### src/rtl/hb8_pkg.sv
`timescale 1ns/1ps
package hb8_pkg;
  typedef enum logic [1:0] {
    MD_MUX   = 2'd0,
    MD_SPLIT = 2'd1,
    MD_CONT  = 2'd2,
    MD_FIFO  = 2'd3
  } hb_mode_e;

  typedef enum logic [1:0] {
    ST_IDLE = 2'd0,
    ST_ADDR = 2'd1,
    ST_DATA = 2'd2,
    ST_DONE = 2'd3
  } hb_state_e;
endpackage

### src/rtl/hb8_phase_timer.sv
`timescale 1ns/1ps
module hb8_phase_timer #(
  parameter int unsigned CW = 3
) (
  input  logic          clk_i,
  input  logic          rst_ni,
  input  logic          load_i,
  input  logic [CW-1:0] load_val_i,
  output logic          last_o
);
  logic [CW-1:0] cnt_q;

  always_ff @(posedge clk_i or negedge rst_ni) begin
    if (!rst_ni)                cnt_q <= '0;
    else if (load_i)            cnt_q <= load_val_i;
    else if (cnt_q != '0)       cnt_q <= cnt_q - CW'(1);
  end

  assign last_o = (cnt_q == '0);
endmodule

### src/rtl/hb8_seq.sv
`timescale 1ns/1ps
module hb8_seq
  import hb8_pkg::*;
#(
  parameter int unsigned WS_W = 2,
  localparam int unsigned CW  = WS_W + 1
) (
  input  logic            clk_i,
  input  logic            rst_ni,
  input  logic [1:0]      cfg_mode_i,
  input  logic [WS_W-1:0] cfg_rd_ws_i,
  input  logic [WS_W-1:0] cfg_wr_ws_i,
  input  logic            cfg_rd_trim_i,
  input  logic            cfg_wr_trim_i,
  input  logic            req_valid_i,
  input  logic            req_we_i,
  input  logic            fifo_full_i,
  input  logic            fifo_empty_i,
  input  logic            last_i,
  output hb_state_e       st_o,
  output hb_mode_e        mode_o,
  output logic            we_o,
  output logic            accept_o,
  output logic            hold_o,
  output logic            sample_o,
  output logic            load_o,
  output logic [CW-1:0]   load_val_o
);
  hb_state_e       st_q, st_d;
  hb_mode_e        mode_q, mode_in;
  logic            we_q, cont_q;
  logic [WS_W-1:0] rws_q, wws_q;
  logic            rtr_q, wtr_q;
  logic            blocked, cont_hit, accept;

  // strobe clocks minus one: 2*ws + 1 - trim
  function automatic logic [CW-1:0] last_idx(input logic [WS_W-1:0] ws, input logic trim);
    return {ws, 1'b1} - CW'(trim);
  endfunction

  assign mode_in  = hb_mode_e'(cfg_mode_i);
  assign blocked  = (mode_in == MD_FIFO) && (req_we_i ? fifo_full_i : fifo_empty_i);
  assign cont_hit = cont_q && req_valid_i && !req_we_i && (mode_in == MD_CONT);
  assign accept   = (st_q == ST_IDLE) && (cont_q ? cont_hit : (req_valid_i && !blocked));

  always_comb begin
    st_d       = st_q;
    load_o     = 1'b0;
    load_val_o = '0;
    case (st_q)
      ST_IDLE: if (accept) begin
        if (mode_in == MD_MUX) st_d = ST_ADDR;
        else begin
          st_d       = ST_DATA;
          load_o     = 1'b1;
          load_val_o = req_we_i ? last_idx(cfg_wr_ws_i, cfg_wr_trim_i)
                                : last_idx(cfg_rd_ws_i, cfg_rd_trim_i);
        end
      end
      ST_ADDR: begin
        st_d       = ST_DATA;
        load_o     = 1'b1;
        load_val_o = we_q ? last_idx(wws_q, wtr_q) : last_idx(rws_q, rtr_q);
      end
      ST_DATA: if (last_i) st_d = ST_DONE;
      default: st_d = ST_IDLE;
    endcase
  end

  always_ff @(posedge clk_i or negedge rst_ni) begin
    if (!rst_ni) begin
      st_q   <= ST_IDLE;
      mode_q <= MD_MUX;
      we_q   <= 1'b0;
      cont_q <= 1'b0;
      rws_q  <= '0;
      wws_q  <= '0;
      rtr_q  <= 1'b0;
      wtr_q  <= 1'b0;
    end else begin
      st_q <= st_d;
      if (accept) begin
        mode_q <= mode_in;
        we_q   <= req_we_i;
        rws_q  <= cfg_rd_ws_i;
        wws_q  <= cfg_wr_ws_i;
        rtr_q  <= cfg_rd_trim_i;
        wtr_q  <= cfg_wr_trim_i;
      end
      if (st_q == ST_DONE)      cont_q <= (mode_q == MD_CONT) && !we_q;
      else if (st_q == ST_IDLE) cont_q <= 1'b0;
    end
  end

  assign st_o     = st_q;
  assign mode_o   = mode_q;
  assign we_o     = we_q;
  assign accept_o = accept;
  assign hold_o   = ((st_q == ST_IDLE) && cont_q) ||
                    ((st_q == ST_DONE) && (mode_q == MD_CONT) && !we_q);
  assign sample_o = (st_q == ST_DATA) && last_i && !we_q;
endmodule

### src/rtl/hb8_datapath.sv
`timescale 1ns/1ps
module hb8_datapath
  import hb8_pkg::*;
#(
  parameter int unsigned AW = 16,
  parameter int unsigned DW = 8
) (
  input  logic          clk_i,
  input  logic          rst_ni,
  input  logic          accept_i,
  input  logic          sample_i,
  input  logic          hold_i,
  input  hb_state_e     st_i,
  input  hb_mode_e      mode_i,
  input  logic          we_i,
  input  logic [AW-1:0] req_addr_i,
  input  logic [DW-1:0] req_wdata_i,
  input  logic [DW-1:0] bus_ad_i,
  output logic [DW-1:0] req_rdata_o,
  output logic          req_ready_o,
  output logic          bus_cs_o,
  output logic          bus_ale_o,
  output logic          bus_rd_o,
  output logic          bus_wr_o,
  output logic [AW-1:0] bus_addr_o,
  output logic [DW-1:0] bus_ad_o,
  output logic          bus_ad_oe_o
);
  logic [AW-1:0] addr_q;
  logic [DW-1:0] wdata_q, rdata_q;

  always_ff @(posedge clk_i or negedge rst_ni) begin
    if (!rst_ni) begin
      addr_q  <= '0;
      wdata_q <= '0;
      rdata_q <= '0;
    end else begin
      if (accept_i) begin
        addr_q  <= req_addr_i;
        wdata_q <= req_wdata_i;
      end
      if (sample_i) rdata_q <= bus_ad_i;
    end
  end

  assign bus_cs_o    = (st_i == ST_ADDR) || (st_i == ST_DATA) || hold_i;
  assign bus_ale_o   = (st_i == ST_ADDR);
  assign bus_rd_o    = ((st_i == ST_DATA) && !we_i) || hold_i;
  assign bus_wr_o    = (st_i == ST_DATA) && we_i;
  assign bus_ad_oe_o = (st_i == ST_ADDR) || ((st_i == ST_DATA) && we_i);
  assign bus_ad_o    = (st_i == ST_ADDR) ? addr_q[DW-1:0] : wdata_q;
  assign bus_addr_o  = (mode_i == MD_FIFO) ? '0 : addr_q;
  assign req_ready_o = (st_i == ST_DONE);
  assign req_rdata_o = rdata_q;
endmodule

### src/rtl/hb8_master.sv
`timescale 1ns/1ps
module hb8_master
  import hb8_pkg::*;
#(
  parameter int unsigned AW   = 16,
  parameter int unsigned DW   = 8,
  parameter int unsigned WS_W = 2,
  localparam int unsigned CW  = WS_W + 1
) (
  input  logic            clk_i,
  input  logic            rst_ni,
  input  logic [1:0]      cfg_mode_i,
  input  logic [WS_W-1:0] cfg_rd_ws_i,
  input  logic [WS_W-1:0] cfg_wr_ws_i,
  input  logic            cfg_rd_trim_i,
  input  logic            cfg_wr_trim_i,
  input  logic            req_valid_i,
  input  logic            req_we_i,
  input  logic [AW-1:0]   req_addr_i,
  input  logic [DW-1:0]   req_wdata_i,
  output logic            req_ready_o,
  output logic [DW-1:0]   req_rdata_o,
  output logic            bus_cs_o,
  output logic            bus_ale_o,
  output logic            bus_rd_o,
  output logic            bus_wr_o,
  output logic [AW-1:0]   bus_addr_o,
  output logic [DW-1:0]   bus_ad_o,
  output logic            bus_ad_oe_o,
  input  logic [DW-1:0]   bus_ad_i,
  input  logic            fifo_full_i,
  input  logic            fifo_empty_i
);
  hb_state_e     st;
  hb_mode_e      mode_q;
  logic          we_q, accept, hold, sample, load, last;
  logic [CW-1:0] load_val;

  hb8_seq #(.WS_W(WS_W)) u_seq (
    .clk_i        (clk_i),
    .rst_ni       (rst_ni),
    .cfg_mode_i   (cfg_mode_i),
    .cfg_rd_ws_i  (cfg_rd_ws_i),
    .cfg_wr_ws_i  (cfg_wr_ws_i),
    .cfg_rd_trim_i(cfg_rd_trim_i),
    .cfg_wr_trim_i(cfg_wr_trim_i),
    .req_valid_i  (req_valid_i),
    .req_we_i     (req_we_i),
    .fifo_full_i  (fifo_full_i),
    .fifo_empty_i (fifo_empty_i),
    .last_i       (last),
    .st_o         (st),
    .mode_o       (mode_q),
    .we_o         (we_q),
    .accept_o     (accept),
    .hold_o       (hold),
    .sample_o     (sample),
    .load_o       (load),
    .load_val_o   (load_val)
  );

  hb8_phase_timer #(.CW(CW)) u_timer (
    .clk_i     (clk_i),
    .rst_ni    (rst_ni),
    .load_i    (load),
    .load_val_i(load_val),
    .last_o    (last)
  );

  hb8_datapath #(.AW(AW), .DW(DW)) u_dp (
    .clk_i       (clk_i),
    .rst_ni      (rst_ni),
    .accept_i    (accept),
    .sample_i    (sample),
    .hold_i      (hold),
    .st_i        (st),
    .mode_i      (mode_q),
    .we_i        (we_q),
    .req_addr_i  (req_addr_i),
    .req_wdata_i (req_wdata_i),
    .bus_ad_i    (bus_ad_i),
    .req_rdata_o (req_rdata_o),
    .req_ready_o (req_ready_o),
    .bus_cs_o    (bus_cs_o),
    .bus_ale_o   (bus_ale_o),
    .bus_rd_o    (bus_rd_o),
    .bus_wr_o    (bus_wr_o),
    .bus_addr_o  (bus_addr_o),
    .bus_ad_o    (bus_ad_o),
    .bus_ad_oe_o (bus_ad_oe_o)
  );
endmodule

### config.mk
export PLATFORM = sky130hd
export DESIGN_NAME = hb8_master
export DESIGN_NICKNAME = d
export VERILOG_FILES = /design/src/rtl/hb8_pkg.sv /design/src/rtl/hb8_phase_timer.sv /design/src/rtl/hb8_seq.sv /design/src/rtl/hb8_datapath.sv /design/src/rtl/hb8_master.sv
export SDC_FILE = /design/constraint.sdc
export NUM_CORES = 1
export LEC_CHECK = 0
export BUFFER_PORTS_ARGS = -buffer_cell sky130_fd_sc_hd__buf_4
export CAP_MARGIN = 40
export CELL_PAD_IN_SITES_DETAIL_PLACEMENT = 1
export CELL_PAD_IN_SITES_GLOBAL_PLACEMENT = 2
export CORE_AREA = 8 8 113 84
export CTS_CLUSTER_SIZE = 12
export DETAILED_ROUTE_END_ITERATION = 7
export DIE_AREA = 0 0 121 92
export GPL_TIMING_DRIVEN = 0
export PLACE_DENSITY = 0.89
export SLEW_MARGIN = 30
export SYNTH_ARGS = -nofsm -noshare
export SYNTH_HDL_FRONTEND = slang
export SYNTH_SLANG_ARGS = --single-unit
export TNS_END_PERCENT = 100
### constraint.sdc
create_clock -name clk_i -period 1.9 [get_ports clk_i]
set_input_delay 0.19 -clock clk_i [delete_from_list [all_inputs] [get_ports clk_i]]
set_output_delay 0.19 -clock clk_i [all_outputs]
set_load 0.02 [all_outputs]
# Yosys cells after proc, flatten, opt, wreduce, memory -nomap -nowiden
# Index checks and enable logic that the tools add are counted.
dict set report word_totals {
  latch_bits 0
  regBits 47
  output_inout_bits 38
  memories 0
  wordCells 75
  mem_bits_rw 0
  rom_bits 0
}
dict set report op_classes {
  shift 0
  mul 0
  add_sub_neg 5
  n_lt_le_gt_ge 0
  n_reduce_logical 29
  n_mux 20
  bitwise 0
  div 0
  n_eq_ne 9
}
# operator count
set ops {}
lappend ops {{2-to-1 mux 3 bit} 6}
lappend ops {{2-to-1 mux 16 bit} 1}
lappend ops {{logical AND 1 bit} 14}
lappend ops {{equality test 2 bit (second input constant)} 6}
lappend ops {{subtractor 3 x 1 -> 3 bit} 4}
lappend ops {{2-to-1 mux 8 bit} 1}
lappend ops {{2-to-1 mux 1 bit} 6}
lappend ops {{2-to-1 mux 2 bit} 3}
lappend ops {{case mux 2 bit (3 select lines)} 1}
lappend ops {{case mux 3 bit (2 select lines)} 1}
lappend ops {{logical OR 1 bit} 5}
lappend ops {{logical NOT 2 bit} 2}
lappend ops {{inequality test 2 bit (second input constant)} 2}
lappend ops {{nonzero test 2 bit} 2}
lappend ops {{logical NOT 1 bit} 3}
lappend ops {{logical NOT 3 bit} 1}
lappend ops {{nonzero test 3 bit} 1}
lappend ops {{subtractor 3 x 1 -> 3 bit (second input constant)} 1}
lappend ops {{equality test 2 x 1 -> 1 bit (second input constant)} 1}
lappend ops {{case mux 1 bit (2 select lines)} 1}
lappend ops {{AND reduction 2 bit} 1}

# Logic depth before layout (Yosys ltp)
# Gate-level depths: netlist (run 1).
dict set report logic_depth {
  ltp_word 9
  ltp_mapped 7
  depth_no_buf 6
}

# Modules after synthesis
# From an unflattened synthesis (run 1), not the netlist that was laid out.
dict set report unflattened {
  hier_cells 202
  area_unflattened_um2 2625.0
}
# mod area_each_um2 seq_area_each_um2 cells_each n_inst
set modules_own_cells {}
lappend modules_own_cells {hb8_datapath 1570.3 800.8 105 1}
lappend modules_own_cells {hb8_seq 853.3 300.3 76 1}
lappend modules_own_cells {hb8_phase_timer 201.4 75.1 21 1}

# Worst setup path before layout (run 1)
# No wires, ideal clock.
dict set report synth_path {
  path_kind {register to output}
  start {register u_seq.st_q[1], in the netlist u_seq.st_o[1]}
  end {output bus_ad_o[0]}
  n_path_buf 1
  slack_ps 79
  required_ps 1710
  path_stages_with_launch 5
  arrival_time_ps 1631
  path_cell_list {dfrtp_1 -> inv_1 -> ha_1 -> clkbuf_1 -> mux2_2}
}
dict set report synth_between {
  elab_chain_len 2
}
# element line_no
set synth_rtl {}
lappend synth_rtl {{start: declaration} hb8_seq.sv:29} ;# hb_state_e st_q, st_d;
lappend synth_rtl {{start signal: assignment} hb8_seq.sv:81} ;# st_q <= st_d;
lappend synth_rtl {{equality test 2 x 1 -> 1 bit} --}
lappend synth_rtl {{via bus_ale_o} hb8_master.sv:24} ;# output logic bus_ale_o,
lappend synth_rtl {{2-to-1 mux 8 bit} hb8_datapath.sv:51} ;# assign bus_ad_o = (st_i == ST_ADDR) ? addr_q[DW-1:0] : wdata_q;
lappend synth_rtl {{end: declaration} hb8_master.sv:28} ;# output logic [DW-1:0] bus_ad_o,
# The timed path passes the listed nets, and every way through them passes these cells.

# Worst setup path after layout (run 1)
dict set report layout_path {
  start {register u_seq.st_q[1], in the netlist u_seq.st_o[1]}
  end {output bus_ad_o[2]}
}
dict set report layout_between {
  elab_chain_len 2
}
# element line_no
set layout_rtl {}
lappend layout_rtl {{equality test 2 x 1 -> 1 bit} hb8_datapath.sv:51}
lappend layout_rtl {{2-to-1 mux 8 bit} hb8_datapath.sv:51}
# Every way passes these cells.

==> results by group, run 1 <==
Yosys
  • Ys flop type: dfrtp_1
  • Register bit count reported by yosys: 47
  • Synth Area in Adders: 0.0354
  • XOR/XNOR share of the synthesized area: 0.00354
  • Simple-gate share of the synthesized area: 0.0906
  • Largest family of logic cells by synthesized area: multiplexers
  • Synth Instances: 179
  • Ys async rst share: 1.00
  • Proportion of synthesized area in mux cells: 0.315
  • Seq/Total Area, Yosys: 0.476
  • Most area-consuming cells after synthesis: dfrtp_1 (48%), mux2_4 (18%), mux2_2 (10%), and2_1 (4.3%), ha_1 (3.5%)
  • Most numerous cell in the Yosys netlist: dfrtp_1
  • Yosys top cell by area: dfrtp_1
  • Synth unique cells: 32
  • Compound-Gate Fraction of Synth Area: 0.0456
  • Mapped cell area: 0.00247 mm2
  • Post-synth top area share: 0.476
  • EDFF count, synth: 0
  • Synth cell count leaders: dfrtp_1 (47), mux2_4 (30), mux2_2 (22)
  • Ys Warns: 0
  • Syn_nets: 232
  • Syn Area/Cell: 13.8 um2

Finish
  • Core Util, Final: 0.454
  • Area growth syn-to-layout: 40.9%
  • Nets: 330
  • ANT cells: 0
  • Layout cell share with drive strength beyond 1: 0.610
  • Final cell count without fillers: 378

Clock tree
  • Largest buffer count on any clock path: 2
  • Clk slew on worst S/H paths: 0.09 ns
  • Num CTS Buffers: 5
  • CTS tree: built
  • Clk Latency, worst-skew pair: 0.30 ns
  • Clock Sinks: 47
  • Clock Tree Root: clkbuf_8
  • H-tree Lvls: 2

Worst setup path
  • Crit-path max FO: 7
  • Delay-heaviest family, CP: flip-flops
  • Data required time of the worst path: 1.71 ns
  • Critical path's largest stage delay: 0.44 ns
  • CP endpoint kind: output pin
  • CP Launch Point: u_seq.st_o[1]$_DFFE_PN0P_
  • Reg-to-reg startpoint: u_seq.st_o[0]$_DFFE_PN0P_
  • WP depth: 5
  • CP Capture Point: bus_ad_o[2]
  • Flop2flop setup slack: 0.18 ns
  • CP arrival: 1.67 ns
  • Buf+Inv Stages, Crit Path: 3
  • Slowest CP cell: dfrtp_2
  • CP cell instances: inv_4 > ha_4 > clkbuf_16 > mux2_2 > buf_4
  • Path depth of the worst reg2reg path: 6
  • Crit path launch type: register
  • Worst R2R End: u_dp.req_rdata_o[5]$_DFFE_PN0P_
  • Setup CP Type: register to output pin

Drt
  • Routed WL: 6870 um
  • Violation count after the first detailed-route iteration: 39
  • DRC violations left: 0
  • ANT nets after route: 0
  • Via/cell ratio: 4.65
  • Drt pass-1 iters: 4
  • Avg WL per Cell: 18.2 um
  • Via count: 1759

Die
  • Initial core utilization: 0.322
  • Die height: 92 um
  • Die Wd: 121 um
  • Core Rows: 27
  • I/O pin count: 84
  • Die ar.: 0.0111 mm2
  • Core box area: 0.00767 mm2

GRT
  • GRT Util Overall: 0.121
  • Vias in the first global route: 2009
  • GRT overflow: 0
  • First-pass GRT wire length: 10700 um
  • Initial antenna violation count: 0
  • Largest net degree at the start of global routing: 48

Timing
  • Final hold slack: 0.115 ns
  • Unrepaired setup endpoints after global routing: true
  • Fin. max-slew vios: 0
  • Final period utilization: 0.977
  • Fmax: 0.539 GHz
  • Final setup violation count: 0
  • Slew HR: 0.582
  • Hold Violations, Final: 0
  • Clock skew: 0.00524 ns
  • Min cycle time layout: 1.86 ns
  • Slew of the pin with the lowest slew margin: 0.627 ns

Status
  • Status: completed

Placement
  • RD Place Congestion: 0.732
  • HPWL after DPL: 5160 um
  • Placed insts: 362
  • Port buffer count: 82

Flow run
  • Maxcap violations: 0

Min path
  • Worst hold-check path type: primary input to register

Power
  • Pleak: 1.74 nW
  • VDD IR max: 0.677 mV
  • Power Density: 1860 mW/mm2
  • Total power: 0.00648 W
-- registers in the layout, summed over array words and instances (netlist names) --
signal and count:
u_dp.addr_q 16, u_dp.req_rdata_o 8, u_dp.wdata_q 8, u_seq.cont_q 1, u_seq.mode_o 2, u_seq.rtr_q 1
u_seq.rws_q 2, u_seq.st_o 2, u_seq.we_o 1, u_seq.wtr_q 1, u_seq.wws_q 2, u_timer.cnt_q 3
-- layout make-up --
type | count | area [um2]
fillers | 812 | 4190
multi-input cells | 117 | 1240
flip-flops and latches | 47 | 1180
repair buffers | 93 | 724
well taps | 101 | 126
plain buffers | 6 | 73.8
clock buffers | 6 | 72.6
clock inverters | 1 | 30.0
inverters | 7 | 28.8
-- layer usage --
| metal | track usage | wire [um] | up-vias |
|---|---|---|---|
| met4 | 0.0383 | 90 | 0 |
| met2 | 0.203 | 3320 | 56 |
| li1 | - | - | 819 |
| met5 | 0 | 0 | - |
| met1 | 0.145 | 3020 | 877 |
| met3 | 0.0374 | 438 | 7 |
-- how the worst min path moves through the flow --
stage	startpoint	end	depth (start not counted)
floorplan	rst_ni	u_dp.addr_q[0]$_DFFE_PN0N_	0
global placement	rst_ni	u_dp.wdata_q[7]$_DFFE_PN0N_	1
detailed placement	rst_ni	u_dp.wdata_q[3]$_DFFE_PN0N_	1
CTS	req_wdata_i[1]	u_dp.wdata_q[1]$_DFFE_PN0N_	2
global route	req_wdata_i[4]	u_dp.wdata_q[4]$_DFFE_PN0N_	2
finish	req_wdata_i[6]	u_dp.wdata_q[6]$_DFFE_PN0N_	2
-- stage by stage --
stage | TNS [ns] | area, um2 | setup slack [ns]
after global placement | -2.00 | 3210 | -0.324
after CTS | 0 | 3400 | 0.00467
after detailed placement | -1.97 | 3210 | -0.294
final | 0 | 3480 | 0.0439
after global routing | -0.0576 | 3480 | -0.0395
after floorplan | 0 | 2470 | 0.0793
-- where the power goes --
group / switching (W) / internal [W]
logic: 0.00176 / 0.00211
registers: 0.000363 / 0.00152
clock network: 0.000342 / 0.000386
-- placed cells by master (no fill, tap or decap), types with 2 or more instances in the layout --
| master | count |
|---|---|
| nand2_1 | 6 |
| mux2_4 | 30 |
| ha_1 | 5 |
| buf_4 | 90 |
| buf_6 | 6 |
| dfrtp_2 | 3 |
| inv_1 | 6 |
| clkbuf_8 | 5 |
| o221ai_1 | 2 |
| nor2_1 | 5 |
| and2_1 | 17 |
| mux2_2 | 22 |
| dfrtp_1 | 44 |
| a21o_1 | 2 |
| mux2i_1 | 8 |
-- cell families (layout without fill, tap and decap cells) --
logic type               after synthesis  in the layout
XOR/XNOR                               1              1
flip-flops                            47             47
buffers and inverters                 15            113
AO/OA/AOI/OAI                         13             13
adder cells (fa/ha/maj)                7              7
multiplexers                          60             60
AND/OR/NAND/NOR                       36             36
-- timing repair --
item | 4_1_cts | 5_1_grt
hold endpoints to repair | 47 | 0
cloned | 0 | 1
setup buffers | 2 | 7
hold buffers | 1 | 0
endpoints found under the setup margin | 19 | 26
gates resized for setup | 12 | 7
pin swaps | 1 | 0
(Power assumes the default switching activity.)
==> run 2: changes to the inputs <==
- CELL_PAD_IN_SITES_DETAIL_PLACEMENT: 1 -> unset
- CELL_PAD_IN_SITES_GLOBAL_PLACEMENT: 2 -> unset
- CORE_AREA: 8 8 113 84 -> 8 8 94 70
- DIE_AREA: 0 0 121 92 -> 0 0 102 78
- PLACE_DENSITY: 0.89 -> 0.88
==> run 2 against run 1 <==
  * Die area shrank 29%
  * Sequential power is essentially flat
  * Combinational power shrank 5%
  * Sequential share of layout area grew 0.90 points
  * Largest cell class unchanged
  * Clock skew grew 0.0048 ns
  * Clock power shrank 13%
  * Core utilization grew 21 points
  * Worst hold slack lost 0.0025 ns
  * Non-clock buffer count shrank 5
==> results by group, run 2 (synthesis gave the netlist of run 1 again) <==
Placement
  • Placed Area: 0.00318 mm2 (-1.1%)
  • HPWL after DPL: 4460 um (-14%)
  • Port buffer count: 82 (unchanged)
  • RD Place Congestion: 0.849 (+16%)
  • Placed insts: 333 (-8.0%)

Power
  • Int Pwr: 0.00382 W (-4.8%)
  • Power Density: 1830 mW/mm2 (-1.6%)
  • NetSw: 0.00238 W (-3.3%)
  • Sequential Power Share: 0.304 (+0.014)
  • VDD IR max: 0.825 mV (+22%)
  • Switching share of power: 0.384 (+0.00369)
  • Clock Power Share: 0.102 (-0.010)
  • Pleak: 1.70 nW (-2.1%)
  • Gate power share: 0.594 (-0.003)

Finish
  • Area growth syn-to-layout: 37.1%
  • Core Util, Final: 0.662 (+0.208)
  • Final cell count without fillers: 345 (-8.7%)
  • Layout cell share with drive strength beyond 1: 0.604 (-0.00571)
  • Most frequent cells in the layout: buf_4 (86), dfrtp_1 (45), mux2_4 (30), mux2_2 (22), and2_1 (17)
  • Most common cell after layout, fill and taps aside: buf_4
  • ANT cells: 0 (unchanged)
  • Flip-flop count of the largest register after layout: 16 (unchanged)
  • Largest Register: u_dp.addr_q
  • Final Cell Area: 0.00339 mm2 (-2.7%)
  • Nets: 325 (-1.5%)

Clock tree
  • Clock Sinks: 47 (unchanged)
  • CTS tree: built
  • H-tree Lvls: 2 (unchanged)
  • Num CTS Buffers: 5 (unchanged)
  • Clk slew on worst S/H paths: 0.09 ns (about the same)
  • Largest buffer count on any clock path: 2 (unchanged)
  • Clock Tree Root: clkbuf_8
  • Clk Latency, worst-skew pair: 0.30 ns (about the same)

Die
  • Initial core utilization: 0.483 (+0.160)
  • Die Wd: 102 um (-16%)
  • Die height: 78 um (-15%)
  • Core box area: 0.00512 mm2 (-33%)
  • I/O pin count: 84 (unchanged)
  • Die ar.: 0.00796 mm2 (-29%)
  • Core Rows: 22 (-19%)

Status
  • Status: completed

Worst setup path
  • Crit-path max FO: 10 (+3)
  • Delay-heaviest family, CP: flip-flops
  • CP endpoint kind: output pin
  • CP arrival: 1.67 ns (about the same)
  • Slowest CP cell: dfrtp_2
  • Reg-to-reg startpoint: u_timer.cnt_q[0]$_DFFE_PN0P_
  • CP cell instances: inv_4 > ha_4 > clkbuf_16 > mux2_2 > buf_4
  • CP Launch Point: u_seq.st_o[1]$_DFFE_PN0P_
  • Buf+Inv Stages, Crit Path: 3 (unchanged)
  • Setup CP Type: register to output pin
  • Data required time of the worst path: 1.71 ns (about the same)
  • Crit path launch type: register
  • Critical path's largest stage delay: 0.47 ns (+0.03 ns)

Min path
  • Worst hold-check path type: primary input to register
  • Hold path startpoint: req_wdata_i[5]

Drt
  • Drt pass-1 iters: 4 (unchanged)
  • Routed WL: 5820 um (-15%)
  • DRC violations left: 0 (unchanged)
  • Avg WL per Cell: 16.9 um (-7.1%)
  • Violation count after the first detailed-route iteration: 74 (+90%)
  • Via/cell ratio: 4.98 (+7.0%)
  • ANT nets after route: 0 (unchanged)
  • Via count: 1718 (-2.3%)

Timing
  • Fmax: 0.538 GHz (-0.11%)
  • Fin. max-slew vios: 0 (unchanged)
  • Min cycle time layout: 1.86 ns (+0.00212 ns)
  • Final setup violation count: 0 (unchanged)
  • Final period utilization: 0.978 (+0.00111)
  • Clock skew: 0.0100 ns (+0.00479 ns)
  • Slew HR: 0.616 (+0.0345)
  • Hold Violations, Final: 0 (unchanged)
  • Final hold slack: 0.112 ns (-0.00250 ns)
  • Slew of the pin with the lowest slew margin: 0.575 ns (-0.0517 ns)

Flow run
  • Maxcap violations: 0 (unchanged)

GRT
  • Largest net degree at the start of global routing: 48 (unchanged)
  • GRT Util Overall: 0.150 (+0.0291)
  • GRT overflow: 0 (unchanged)
  • Vias in the first global route: 1819 (-9.5%)
  • Initial antenna violation count: 0 (unchanged)
  • First-pass GRT wire length: 9320 um (-13%)
-- run 2: power by group through the flow --
stage	logic, W	clock network [W]	registers, W
global placement	0.00354	0	0.00180
CTS	0.00371	0.000653	0.00183
global route	0.00395	0.000680	0.00195
floorplan	0.00236	0	0.00184
finish	0.00369	0.000632	0.00188
detailed placement	0.00361	0	0.00184
-- run 2: timing repair --
| item | in CTS | in global routing |
|---|---|---|
| hold endpoints to repair | 47 | 0 |
| gates resized for setup | 10 | 6 |
| setup endpoints to repair | 11 | 18 |
| gates cloned | 0 | 0 |
| pin swaps | 1 | 0 |
| buffers inserted | 2 | 2 |
| hold buffers | 1 | 0 |
-- run 2: path summary, 6_finish.rpt --
kind                                              endpoint  slack, ns  cells past startpoint
max                                            bus_ad_o[4]       0.04                      5
min                            u_dp.wdata_q[5]$_DFFE_PN0N_       0.11                      2
max reg2reg                u_dp.req_rdata_o[5]$_DFFE_PN0P_       0.12                      7
min reg2reg                    u_dp.addr_q[10]$_DFFE_PN0N_       0.51                      1
max in group asynchronous        u_seq.st_o[1]$_DFFE_PN0P_       1.04                      2
min in group asynchronous      u_dp.wdata_q[2]$_DFFE_PN0N_       0.43                      2
-- run 2: metal layers --
metal | track usage | vias up | wire length, um
met5 | 0 | - | 0
met4 | 0.0438 | 0 | 59
met3 | 0.0481 | 5 | 497
met2 | 0.234 | 59 | 2650
met1 | 0.193 | 839 | 2610
li1 | - | 815 | -
-- run 2: layout make-up --
cell class / count / area [um2]
Timing Repair Buffer: 87 / 668
Clock inverter: 2 / 16.3
Fill cell: 412 / 1730
Multi-Input combinational cell: 117 / 1240
Buffer: 7 / 77.6
Sequential cell: 47 / 1180
Tap cell: 72 / 90.1
Inverter: 7 / 28.8
Clock buffer: 6 / 82.6
-- run 2: through the flow --
step	power (W)	TNS (ns)	setup WS (ns)
2_1_floorplan	0.00421	0	0.0793
3_3_place_gp	0.00534	-1.82	-0.295
3_5_place_dp	0.00545	-1.80	-0.291
4_1_cts	0.00619	0	0.00570
5_1_grt	0.00658	-0.00296	-0.00296
6_report	0.00620	0	0.0418
